## config.mk

```make
export PLATFORM = sky130hd
export DESIGN_NAME = dacbank_top
export DESIGN_NICKNAME = d
export VERILOG_FILES = /design/src/rtl/dacbank_pkg.sv /design/src/rtl/dacbank_sync.sv /design/src/rtl/dacbank_chan.sv /design/src/rtl/dacbank_top.sv
export SDC_FILE = /design/constraint.sdc
export NUM_CORES = 1
export LEC_CHECK = 0
export ABC_AREA = 0
export BUFFER_PORTS_ARGS = -buffer_cell sky130_fd_sc_hd__buf_2
export CAP_MARGIN = 0
export CORE_UTILIZATION = 40
export DETAILED_ROUTE_END_ITERATION = 10
export PLACE_DENSITY_LB_ADDON = 0.08
export SETUP_SLACK_MARGIN = 0.02
export SKIP_LAST_GASP = 1
export SLEW_MARGIN = 20
export SYNTH_ARGS = -nofsm -noshare
export SYNTH_HDL_FRONTEND = slang
export SYNTH_SLANG_ARGS = --single-unit
```

## constraint.sdc

```tcl
create_clock -name clk -period 3.15 [get_ports clk]
set_clock_uncertainty 0.15 [all_clocks]
set_input_delay 0.63 -clock clk [delete_from_list [all_inputs] [get_ports clk]]
set_output_delay 0.63 -clock clk [all_outputs]
set_load 0.005 [all_outputs]
```

## src/rtl/dacbank_pkg.sv

```systemverilog
package dacbank_pkg;

  typedef enum logic [1:0] {
    PM_NORMAL  = 2'b00,
    PM_PD_1K   = 2'b01,
    PM_PD_100K = 2'b10,
    PM_HIZ     = 2'b11
  } pmode_e;

endpackage

```

## src/rtl/dacbank_sync.sv

```systemverilog
module dacbank_sync #(
  parameter int   STAGES  = 2,
  parameter logic RST_VAL = 1'b1
) (
  input  logic clk,
  input  logic rst_n,
  input  logic async_i,
  output logic sync_o
);

  logic [STAGES-1:0] chain_q;
  logic [STAGES-1:0] chain_d;

  always_comb begin
    chain_d = {chain_q[STAGES-2:0], async_i};
  end

  always_ff @(posedge clk or negedge rst_n) begin
    if (!rst_n) chain_q <= {STAGES{RST_VAL}};
    else        chain_q <= chain_d;
  end

  assign sync_o = chain_q[STAGES-1];

endmodule

```

## src/rtl/dacbank_chan.sv

```systemverilog
module dacbank_chan
  import dacbank_pkg::*;
#(
  parameter int DATA_W = 12
) (
  input  logic              clk,
  input  logic              rst_n,
  input  logic              load_i,
  input  logic              wr_hit_i,
  input  logic              wr_buf_i,
  input  pmode_e            wr_mode_i,
  input  logic [DATA_W-1:0] wr_code_i,
  output logic [DATA_W-1:0] act_code_o,
  output logic              act_buf_o,
  output pmode_e            act_mode_o
);

  logic [DATA_W-1:0] stg_code_q, stg_code_d;
  logic              stg_buf_q,  stg_buf_d;
  pmode_e            stg_mode_q, stg_mode_d;
  logic [DATA_W-1:0] act_code_q, act_code_d;
  logic              act_buf_q,  act_buf_d;
  pmode_e            act_mode_q, act_mode_d;
  logic              pend_q, pend_d;
  logic              act_en;

  always_comb begin
    stg_code_d = stg_code_q;
    stg_buf_d  = stg_buf_q;
    stg_mode_d = stg_mode_q;
    if (wr_hit_i) begin
      stg_code_d = wr_code_i;
      stg_buf_d  = wr_buf_i;
      stg_mode_d = wr_mode_i;
    end
    act_en     = load_i && (pend_q || wr_hit_i);
    act_code_d = wr_hit_i ? wr_code_i : stg_code_q;
    act_buf_d  = wr_hit_i ? wr_buf_i  : stg_buf_q;
    act_mode_d = wr_hit_i ? wr_mode_i : stg_mode_q;
    if (load_i)        pend_d = 1'b0;
    else if (wr_hit_i) pend_d = 1'b1;
    else               pend_d = pend_q;
  end

  always_ff @(posedge clk or negedge rst_n) begin
    if (!rst_n) begin
      stg_code_q <= '0;
      stg_buf_q  <= 1'b0;
      stg_mode_q <= PM_NORMAL;
      pend_q     <= 1'b0;
    end else begin
      stg_code_q <= stg_code_d;
      stg_buf_q  <= stg_buf_d;
      stg_mode_q <= stg_mode_d;
      pend_q     <= pend_d;
    end
  end

  always_ff @(posedge clk or negedge rst_n) begin
    if (!rst_n) begin
      act_code_q <= '0;
      act_buf_q  <= 1'b0;
      act_mode_q <= PM_NORMAL;
    end else if (act_en) begin
      act_code_q <= act_code_d;
      act_buf_q  <= act_buf_d;
      act_mode_q <= act_mode_d;
    end
  end

  assign act_code_o = act_code_q;
  assign act_buf_o  = act_buf_q;
  assign act_mode_o = act_mode_q;

  // without an active load the outputs hold
  a_r2_hold_without_load: assert property (@(posedge clk) disable iff (!rst_n)
    !load_i |=> ($stable(act_code_q) && $stable(act_buf_q) && $stable(act_mode_q)));

  // a load with nothing new enables no flop
  a_r6_no_needless_update: assert property (@(posedge clk) disable iff (!rst_n)
    (load_i && !pend_q && !wr_hit_i) |=> $stable(act_code_q));

  // same-cycle write and load pass the fresh code
  a_r10_write_passes: assert property (@(posedge clk) disable iff (!rst_n)
    (load_i && wr_hit_i) |=> (act_code_q == $past(wr_code_i)));

  // an active load leaves nothing pending
  a_r10_pend_cleared: assert property (@(posedge clk) disable iff (!rst_n)
    load_i |=> !pend_q);

endmodule

```

## src/rtl/dacbank_top.sv

```systemverilog
module dacbank_top
  import dacbank_pkg::*;
#(
  parameter int NUM_CH  = 2,
  parameter int FIELD_W = 12,
  parameter int DATA_W  = 12,
  parameter int SYNC_N  = 2,
  localparam int SEL_W  = (NUM_CH > 1) ? $clog2(NUM_CH) : 1
) (
  input  logic                          clk,
  input  logic                          rst_n,
  input  logic                          wr_valid,
  input  logic [SEL_W-1:0]              wr_chan,
  input  logic                          wr_buf_en,
  input  logic [1:0]                    wr_pmode,
  input  logic [FIELD_W-1:0]            wr_data,
  input  logic                          load_n,
  output logic [NUM_CH-1:0][DATA_W-1:0] act_code,
  output logic [NUM_CH-1:0]             act_buf_en,
  output logic [NUM_CH-1:0][1:0]        act_pmode
);

  logic              load_n_s;
  logic              load_act;
  logic [NUM_CH-1:0] hit;
  logic [DATA_W-1:0] code_msb;
  pmode_e            wr_mode;

  dacbank_sync #(.STAGES(SYNC_N), .RST_VAL(1'b1)) u_load_sync (
    .clk    (clk),
    .rst_n  (rst_n),
    .async_i(load_n),
    .sync_o (load_n_s)
  );

  assign load_act = !load_n_s;
  assign code_msb = wr_data[FIELD_W-1 -: DATA_W];
  assign wr_mode  = pmode_e'(wr_pmode);

  for (genvar c = 0; c < NUM_CH; c++) begin : g_ch
    pmode_e mode_w;
    assign hit[c] = wr_valid && (wr_chan == SEL_W'(c));

    dacbank_chan #(.DATA_W(DATA_W)) u_chan (
      .clk       (clk),
      .rst_n     (rst_n),
      .load_i    (load_act),
      .wr_hit_i  (hit[c]),
      .wr_buf_i  (wr_buf_en),
      .wr_mode_i (wr_mode),
      .wr_code_i (code_msb),
      .act_code_o(act_code[c]),
      .act_buf_o (act_buf_en[c]),
      .act_mode_o(mode_w)
    );
    assign act_pmode[c] = mode_w;
  end

  // a write addresses at most one channel
  a_r3_single_target: assert property (@(posedge clk) disable iff (!rst_n)
    $onehot0(hit));

  // the synchronized strobe follows the pin with delay
  a_r4_sync_follows: assert property (@(posedge clk) disable iff (!rst_n)
    (!load_n && $past(!load_n)) |=> !load_n_s);

endmodule

```

Word level (Yosys, flattened, before mapping) --
Index checks and enable logic that the tools add are counted.
Cells by class: muxes and demuxes 10, bitwise gates (word level) 1, equality and inequality tests 2, reduce and logical (&&, ||, !) cells 7
Operators with widths (number):
- 12-bit 2-to-1 mux | 2
- 1-bit 2-to-1 mux | 6
- 1-bit logical AND | 4
- 2-bit 2-to-1 mux | 2
- 2-bit by 1-bit inequality test with 1-bit output (second input constant) | 2
- 1-bit logical OR | 2
- 1-bit logical NOT | 1
- 1-bit inverter | 1
Word-level totals: input port bits 20, output and inout port bits 30, word-level logic and storage cells 35, register bits after elaboration 64

Logic depth before layout (Yosys ltp) --
Gate-level depths: netlist of run 1.
word-level depth 4, gate-level depth with buffers 5, mapped depth without buffers 3

Cells and area by module --
From an unflattened synthesis of run 1, not the netlist that was laid out.
Second synthesis, totals: cell total of the unflattened synthesis 223, area total of the unflattened synthesis 2735.1 µm²
Modules (own cells, without submodules):
- dacbank_chan | cells an instance 109, area each 1331.3 µm², times used 2
- dacbank_sync | cells an instance 2, area each 52.6 µm², times used 1
- dacbank_top | cells an instance 3, area each 20.0 µm², times used 1

Worst setup path after synthesis of run 1 --
OpenSTA, ideal clock, no wires.
kind input port to flip-flop, start input port wr_chan, end register g_ch[0].u_chan.act_mode_q[0], stages 5, data arrival time 1.638 ns, required time 2.875 ns, library setup time 0.125 ns, setup slack 1.237 ns, path buffers 2, path through nand2b_1 buf_6 a21oi_4 buf_6 mux2_2
Between the ends: cells in the longest elaborated chain, start to end 4
RTL lines:
- start: declaration | line dacbank_top.sv:13 | input logic [SEL_W-1:0] wr_chan,
- 1-bit inverter * | line dacbank_top.sv:42 | assign hit[c] = wr_valid && (wr_chan == SEL_W'(c));
- 1-bit logical AND * | line dacbank_top.sv:42
- 1-bit logical OR | line dacbank_chan.sv:36 | act_en = load_i && (pend_q || wr_hit_i);
- 1-bit logical AND | line dacbank_chan.sv:36
- end signal: assignment | line dacbank_chan.sv:67 | act_mode_q <= act_mode_d;
- end: declaration | line dacbank_chan.sv:23 | pmode_e act_mode_q, act_mode_d;
Mark *: on every way between the ends. The rest lies on a longest branch, timed or not. A chain may end at the register's enable or synchronous reset.

Worst setup path after layout of run 1 --
start input port wr_chan, end register g_ch[0].u_chan.act_buf_q
Between the ends: cells in the longest elaborated chain, start to end 4
RTL lines:
- 1-bit inverter * | line dacbank_top.sv:42
- 1-bit logical AND * | line dacbank_top.sv:42
- 1-bit logical OR | line dacbank_chan.sv:36
- 1-bit logical AND | line dacbank_chan.sv:36
- end signal: assignment | line dacbank_chan.sv:66 | act_buf_q <= act_buf_d;
- end: declaration | line dacbank_chan.sv:22 | logic act_buf_q, act_buf_d;
Marks and branches as above.

==> flow_summary.json, run 1 <==
{
  "outcome": "complete, no violations",
  "cp.arrival_ps": 1950,
  "rsz0062_at_grt": "false",
  "pwr-share-clk": 0.362,
  "crit_fanout": 15,
  "crit_required_ps": 3220,
  "cts_buffer_depth": 2,
  "worst_pin_slew_ps": 773,
  "die_x_um": 80.8,
  "h-tree-depth": 3,
  "switchingPower_uw": 544,
  "cts_tree": "built",
  "vdd_drop_max_mv": 0.320,
  "cts_setup_buffers": 0,
  "drive_gt1_frac": 0.658,
  "die_h_um": 80.8,
  "drv_slew": 0,
  "slew_headroom": 0.485,
  "avgViaCountPerCell": 4.80,
  "fmax_mhz": 531,
  "fp-row-count": 28,
  "yosys_warnings": 0,
  "drtPass1Iterations": 4,
  "diodes": 0,
  "grt_use_met1": 0.187,
  "swShare": 0.234,
  "wirelength_um": 4280,
  "drt_iter0_markers": 58,
  "combPwrFrac": 0.177,
  "drv_cap": 0,
  "ant_nets": 0,
  "seq_area_frac_synth": 0.646,
  "synth_seq_cells": 64,
  "synth_top_area_cell": "dfrtp_1",
  "hold_class": "reg2reg",
  "synth_area_leaders": "dfrtp_1 (62%), mux2_2 (19%), mux2_4 (11%), dfstp_2 (2.1%), buf_6 (1.4%)",
  "synth_top_area_share": 0.625,
  "vias": 1315,
  "place_congestion": 0.722,
  "cp-start-kind": "primary input",
  "port_buffers": 49,
  "grt_util_all_layers": 0.155,
  "nets": 214,
  "dp_hpwl_um": 2820,
  "start_util": 0.417,
  "core_area_um2": 5960,
  "grt_pass1_vias": 1390,
  "syn_to_final_growth_pct": 20.9,
  "cts_made_buffers": 9,
  "setup_tns_ps": 0,
  "finalSetupViolCount": 0,
  "crit_type": "in2reg",
  "syn_inst": 140,
  "final.setup.worst_slack_ps": 1270,
  "grt_remaining_overflow": 0,
  "clkSinkCount": 64,
  "die_area_um2": 6530,
  "worst_setup_path_end_kind": "flip-flop",
  "detail_route.wl_per_cell_um": 15.6,
  "grt_util_met2": 0.239,
  "grt_pass1_wl_um": 7110,
  "dp_worst_setup_slack_ps": 879,
  "worst_skew_pair.late_latency_ps": 330,
  "hold_viol_final": 0,
  "antenna_found_initial": 0,
  "cts_hold_buffers": 0,
  "grt_max_degree": 65,
  "powerDensity_nw_per_um2": 772,
  "synth.distinct_cells": 16,
  "met3_usage": 0.0685,
  "nFillCells": 538,
  "io_pins": 50,
  "seqPwrFrac": 0.461,
  "clk_pin_slew_worst_paths_ps": 70,
  "avgSynthCellArea_um2": 17.7,
  "internal_power_mw": 1.78,
  "grt_busiest_layer": "met2",
  "cts_root_buf": "clkbuf_8",
  "cts-resized-gates": 0,
  "fin_crit_ps": 1880,
  "drc": 0,
  "period_share": 0.597,
  "synth_area_um2": 2480,
  "leakage_nw": 1.42,
  "syn-num-nets": 160
}
==> through the flow <==
stage                     instances  instance area [µm²]  utilization  hold WS (ps)  total power [mW]
after CTS                       274                 3000        0.504           209              2.35
after global routing            274                 3000        0.504           213              2.46
after floorplan                 140                 2480            -           184              1.33
after global placement          258                 2760        0.463           197              1.49
after detailed placement        258                 2760        0.463           199              1.51
final                           274                 3000        0.504           208              2.32
==> power groups by stage <==
stage / combinational, mW / sequential [mW] / clock [mW]
global route: 0.456 / 1.10 / 0.911
detailed placement: 0.421 / 1.09 / 0
CTS: 0.422 / 1.07 / 0.860
finish: 0.411 / 1.07 / 0.840
global placement: 0.406 / 1.08 / 0
floorplan: 0.241 / 1.08 / 0
==> cell usage after synthesis <==
cell / count
mux2_4: 18
dfstp_2: 2
buf_2: 2
a21oi_1: 1
buf_12: 1
or2_1: 1
inv_1: 1
mux2_2: 42
buf_6: 3
nand2b_1: 1
nor2b_1: 1
nand2_2: 1
a21boi_0: 1
dfrtp_1: 62
a21oi_4: 1
buf_4: 2
==> routing by layer <==
layer	part of all wire	up-vias
met5	0	-
met4	0.010	0
met3	0.069	6
met2	0.48	37
met1	0.45	673
li1	-	599
==> area by class of cell <==
cell class	instances	area, µm²	area share
tap	75	93.8	0.0313
clock buffer	9	124	0.0413
sequential	64	1600	0.534
inverter	1	3.75	0.00125
clock inverter	7	120	0.0400
multi-input combinational	67	797	0.265
timing repair buffer	51	260	0.0867
==> kinds of logic after synthesis <==
family / share of synthesized area
AND/OR/NAND/NOR: 0.0101
multiplexers: 0.299
buffers and inverters: 0.0332
AO/OA/AOI/OAI: 0.0116
flip-flops: 0.646
==> placed cells by master, fill, tap and decap left out, drive strengths merged <==
cell      instances
dfrtp            62
mux2             60
buf              51
clkbuf            9
bufinv            3
clkinv            3
dfstp             2
a21oi             2
nand2             1
nand2b            1
inv               1
or2               1
a21boi            1
nor2b             1
clkinvlp          1
==> registers in the layout (all words and copies together), names as in the netlist <==
signal and count:
g_ch.u_chan.act_code_o 24, u_load_sync.chain_q 2, g_ch.u_chan.stg_code_q 24, g_ch.u_chan.act_mode_o 4, g_ch.u_chan.act_buf_o 2, g_ch.u_chan.stg_mode_q 4
g_ch.u_chan.pend_q 2, g_ch.u_chan.stg_buf_q 2
==> path summary, 6_finish.rpt <==
check	from	to	slack, ps	depth (start not counted)
max in group asynchronous	rst_n	g_ch[0].u_chan.stg_code_q[3]	2030	2
hold reg to reg	u_load_sync.chain_q[0]	u_load_sync.chain_q[1]	210	0
setup reg to reg	u_load_sync.chain_q[1]	g_ch[1].u_chan.act_mode_o[1]	1340	2
min in group asynchronous	rst_n	g_ch[0].u_chan.stg_code_q[6]	300	2
hold / removal	u_load_sync.chain_q[0]	u_load_sync.chain_q[1]	210	0
setup / recovery	wr_chan	g_ch[0].u_chan.act_buf_o	1270	4
==> critical path, cell delays in order <==
cell and delay [ps]:
buf_2 110, nand2b_1 190, a21oi_4 600, mux2_2 410
No activity file was read; power rests on OpenSTA's default activity.
==> run 2: changes to the inputs <==
==> constraint.sdc (replaced) <==
create_clock -name clk -period 1.8 [get_ports clk]
set_clock_uncertainty 0.15 [all_clocks]
set_input_delay 0.36 -clock clk [delete_from_list [all_inputs] [get_ports clk]]
set_output_delay 0.36 -clock clk [all_outputs]
set_load 0.005 [all_outputs]
==> run 2 against run 1 <==
  * Count of clock-buffer cells in the layout is 1 higher
  * Cell count is 2.2% higher
  * Critical endpoint is now g_ch[1].u_chan.act_code_o[3]
  * Highest routed layer unchanged
  * Die area stayed put
  * First-iteration DRC count is 19% lower
  * Sequential cell count stayed put
  * Register-to-register slack worse by 1100 ps
  * Sequential share of layout area is 1.7 points lower
  * Hold slack worse by 74 ps
  * Setup slack worse by 1000 ps
  * Combinational power is 81% higher
  * Clock power is 65% higher
  * Non-clock buffer count is 6 higher
==> flow_summary.json, run 2 (synthesized netlist as in run 1, its figures left out) <==
{
  "fmax_mhz": 651,
  "slowest_delay_ps": 570,
  "nets": 220,
  "grt_pass1_wl_um": 7390,
  "place_inst": 262,
  "hold_viol_final": 0,
  "leakage_nw": 1.46,
  "rsz0062_at_grt": "false",
  "ant_nets": 0,
  "outcome": "complete, no violations",
  "period_share": 0.854,
  "grt_remaining_overflow": 0,
  "grt_max_degree": 53,
  "finalInstanceArea_um2": 3100,
  "drc": 0,
  "port_buffers": 49,
  "io_pins": 50,
  "crit_required_ps": 1860,
  "drv_cap": 0,
  "die_area_um2": 6530,
  "worst_setup_path_end_kind": "flip-flop",
  "swShare": 0.243,
  "finalSetupViolCount": 0,
  "final_common_cell": "dfrtp_1",
  "grt_pass1_vias": 1471,
  "cts_setup_buffers": 0,
  "internal_power_mw": 3.03,
  "start_util": 0.417,
  "hold_class": "in2reg",
  "vdd_drop_max_mv": 0.551,
  "grt_util_all_layers": 0.161,
  "fin_crit_ps": 1540,
  "cp.arrival_ps": 1600,
  "clk_pin_slew_worst_paths_ps": 80,
  "avgViaCountPerCell": 4.73,
  "crit_slowest_cell": "dfstp_2",
  "antenna_found_initial": 0,
  "p_total_mw": 4.01,
  "diodes": 0,
  "vias": 1323,
  "switchingPower_uw": 975,
  "slew_headroom": 0.781,
  "path_cells": "or2_1, buf_4, mux2_2",
  "fp-row-count": 28,
  "powerDensity_nw_per_um2": 1290,
  "drt_iter0_markers": 47,
  "place_area_um2": 2850,
  "seqPwrFrac": 0.468,
  "die_h_um": 80.8,
  "cts_buffer_depth": 2,
  "core_area_um2": 5960,
  "combPwrFrac": 0.185,
  "place_congestion": 0.684,
  "cts_made_buffers": 9,
  "post-route-util": 0.521,
  "drtPass1Iterations": 2,
  "worst_pin_slew_ps": 328,
  "h-tree-depth": 3,
  "dp_hpwl_um": 3050,
  "setup_tns_ps": 0,
  "cts_tree": "built",
  "wirelength_um": 4520,
  "cp-start-kind": "flip-flop",
  "instances_no_fill": 280,
  "crit_type": "reg2reg",
  "drv_slew": 0,
  "crit_fanout": 5,
  "worst_skew_pair.late_latency_ps": 340,
  "cts_root_buf": "clkbuf_8",
  "drive_gt1_frac": 0.659,
  "pwr-share-clk": 0.346,
  "detail_route.wl_per_cell_um": 16.1,
  "final_cell_mix": "dfrtp_1 (62), buf_2 (49), mux2_2 (42)",
  "die_x_um": 80.8,
  "clkSinkCount": 64,
  "syn_to_final_growth_pct": 24.9
}
-- run 2: layout make-up --
class                   instances  area, µm²
clock buffers                  10        138
clock inverters                 6       92.6
fillers                       526       2850
inverters                       1       3.75
multi-input cells              67        797
flip-flops and latches         64       1600
well taps                      75       93.8
repair buffers                 57        373
-- run 2: routing by layer --
metal  track usage  vias up  wire length (µm)
li1              -      610                 -
met3        0.0427        6               185
met4        0.0964        0                64
met2         0.249       35              2220
met5             0        -                 0
met1         0.202      672              2040
-- run 2: worst max-delay path, delay by kind of cell (launching register included) --
kind                   cells  cell delay [ps]
and+or+nand+nor            1              190
muxes                      1              330
buffers and inverters      1              180
DFF                        1              570
-- run 2: final timing paths --
kind                                        start                            end  slack, ps  depth (start not counted)
max reg2reg                u_load_sync.chain_q[1]   g_ch[1].u_chan.act_code_o[3]        260                          3
min in group asynchronous                   rst_n   g_ch[0].u_chan.act_code_o[6]        310                          2
min                                   wr_data[10]  g_ch[0].u_chan.stg_code_q[10]        130                          2
min reg2reg                u_load_sync.chain_q[0]         u_load_sync.chain_q[1]        210                          0
max in group asynchronous                   rst_n   g_ch[0].u_chan.act_mode_o[0]        610                          3
max                        u_load_sync.chain_q[1]   g_ch[1].u_chan.act_code_o[3]        260                          3
-- run 2: repair_timing --
item	CTS	global route
resized for setup	0	0
hold buffers	2	0
endpoints found under the hold margin	11	0
-- run 2: stage by stage --
| stage | worst slack, ps | hold WS (ps) |
|---|---|---|
| global route | 195 | 124 |
| floorplan | 157 | -85.6 |
| CTS | 242 | 116 |
| global placement | 16.3 | 113 |
| finish | 264 | 133 |
| detailed placement | -19.1 | 128 |
-- run 2: power groups by stage --
stage	Sequential (mW)	Clock, mW	Combinational (mW)
3_3_place_gp	1.89	0	0.735
6_report	1.88	1.39	0.743
4_1_cts	1.88	1.43	0.762
3_5_place_dp	1.91	0	0.757
2_1_floorplan	1.90	0	0.423
5_1_grt	1.92	1.50	0.820
==> run 3: changes to the inputs <==
--- a/config.mk
+++ b/config.mk
@@ -8,7 +8,7 @@
 export ABC_AREA = 0
 export BUFFER_PORTS_ARGS = -buffer_cell sky130_fd_sc_hd__buf_2
 export CAP_MARGIN = 0
-export CORE_UTILIZATION = 40
+export CORE_UTILIZATION = 45
 export DETAILED_ROUTE_END_ITERATION = 10
 export PLACE_DENSITY_LB_ADDON = 0.08
 export SETUP_SLACK_MARGIN = 0.02
==> run 3 against run 2 <==
  * Sequential share of layout area up 0.25 points
  * Die area down 11%
  * Hold slack gained 11 ps
  * First-iteration DRC count shrank 4.3%
  * Combinational power grew 1%
  * Cell count did not move
  * Non-clock buffer count is 5 higher
  * Critical path depth unchanged
  * Critical endpoint unchanged
  * Highest routed layer unchanged
==> flow_summary.json, run 3 (synthesized netlist as in run 1, its figures left out) <==
{
  "crit_type": "reg2reg",
  "start_util": 0.477,
  "crit_fanout": 6,
  "clk_pin_slew_worst_paths_ps": 60,
  "drt_iter0_markers": 45,
  "powerDensity_nw_per_um2": 1210,
  "crit_slowest_cell": "dfstp_2",
  "grt_pass1_vias": 1466,
  "setup_tns_ps": 0,
  "drc": 0,
  "final_common_cell": "dfrtp_1",
  "place_inst": 262,
  "fin_crit_ps": 1540,
  "holdPathStages": 2,
  "critical_path_buf_inv_count": 1,
  "ant_nets": 0,
  "drive_gt1_frac": 0.662,
  "post-route-util": 0.593,
  "clkSinkCount": 64,
  "crit_required_ps": 1860,
  "fmax_mhz": 651,
  "nFillCells": 442,
  "critPathTopFamily": "flip-flops",
  "hold_viol_final": 0,
  "cp-start-kind": "flip-flop",
  "worst_pin_slew_ps": 340,
  "die_area_um2": 5820,
  "port_buffers": 49,
  "p_total_mw": 3.74,
  "worstSetupStartpoint": "u_load_sync.chain_q[1]",
  "worst_skew_pair.late_latency_ps": 330,
  "io_pins": 50,
  "nets": 225,
  "cp.arrival_ps": 1600,
  "grt_pass1_wl_um": 7190,
  "cts_buffer_depth": 2,
  "cp.depth": 3,
  "cts_made_buffers": 9,
  "grt_remaining_overflow": 0,
  "detail_route.wl_per_cell_um": 15.1,
  "period_share": 0.854,
  "rsz0062_at_grt": "false",
  "place_congestion": 0.677,
  "finalSetupViolCount": 0,
  "cts_setup_buffers": 0,
  "h-tree-depth": 3,
  "drv_slew": 0,
  "final_cell_mix": "dfrtp_1 (62), buf_2 (49), mux2_2 (42)",
  "grt_max_degree": 65,
  "hold_class": "in2reg",
  "worst_setup_path_end_kind": "flip-flop",
  "core_area_um2": 5200,
  "avgViaCountPerCell": 4.83,
  "vias": 1351,
  "path_cells": "or2_1, buf_4, mux2_2",
  "slew_headroom": 0.773,
  "instances_no_fill": 280,
  "dp_hpwl_um": 2950,
  "fp-row-count": 26,
  "grt_util_all_layers": 0.165,
  "diodes": 0,
  "r2r-start": "u_load_sync.chain_q[1]",
  "vdd_drop_max_mv": 0.904,
  "die_h_um": 76.3,
  "slowest_delay_ps": 570,
  "cts-resized-gates": 0,
  "drv_cap": 0,
  "antenna_found_initial": 0,
  "wirelength_um": 4230,
  "leakage_nw": 1.47,
  "cts_tree": "built",
  "outcome": "complete, no violations",
  "r2r_cells": 3,
  "syn_to_final_growth_pct": 24.3,
  "drtPass1Iterations": 4,
  "hold_start": "wr_data[0]",
  "cts_root_buf": "clkbuf_8",
  "die_x_um": 76.3
}
[run 3: power breakdown]
| group | switching [mW] | internal [mW] |
|---|---|---|
| clock network | 0.505 | 0.606 |
| registers | 0.128 | 1.74 |
| logic | 0.278 | 0.476 |
| total | 0.910 | 2.83 |
[run 3: final cells by class]
cell class	instances	area, µm²	area share
clock inverter	3	15.0	0.00486
timing repair buffer	62	410	0.133
tap	70	87.6	0.0284
sequential	64	1600	0.520
clock buffer	13	169	0.0547
inverter	1	3.75	0.00122
multi-input combinational	67	797	0.258
[run 3: per-stage QoR]
step | area, µm² | hold WS, ps | setup WS, ps
4_1_cts | 3090 | 131 | 246
5_1_grt | 3090 | 130 | 185
6_report | 3090 | 144 | 263
2_1_floorplan | 2480 | -85.6 | 157
3_3_place_gp | 2880 | 198 | 54.4
3_5_place_dp | 2880 | 202 | 26.1
[run 3: metal layers]
layer,routed length [µm],vias up,GRT usage,share of wire
li1,-,617,-,-
met1,1960,687,0.215,0.46
met2,1990,40,0.249,0.47
met3,210,7,0.0599,0.050
met4,66,0,0.0692,0.016
met5,0,-,0,0
[run 3: final timing paths]
path | slack (ps) | to
worst max-delay path | 260 | g_ch[1].u_chan.act_code_o[3]
max in group asynchronous | 770 | u_load_sync.chain_q[0]
worst min-delay path | 140 | g_ch[0].u_chan.stg_code_q[0]
min in group asynchronous | 410 | g_ch[1].u_chan.stg_code_q[3]
worst max register to register | 260 | g_ch[1].u_chan.act_code_o[3]
worst min register to register | 210 | u_load_sync.chain_q[1]
[run 3: repair_timing]
action,CTS,global route
endpoints found under the hold margin,63,0
setup endpoints to repair,0,0
hold buffers,2,0
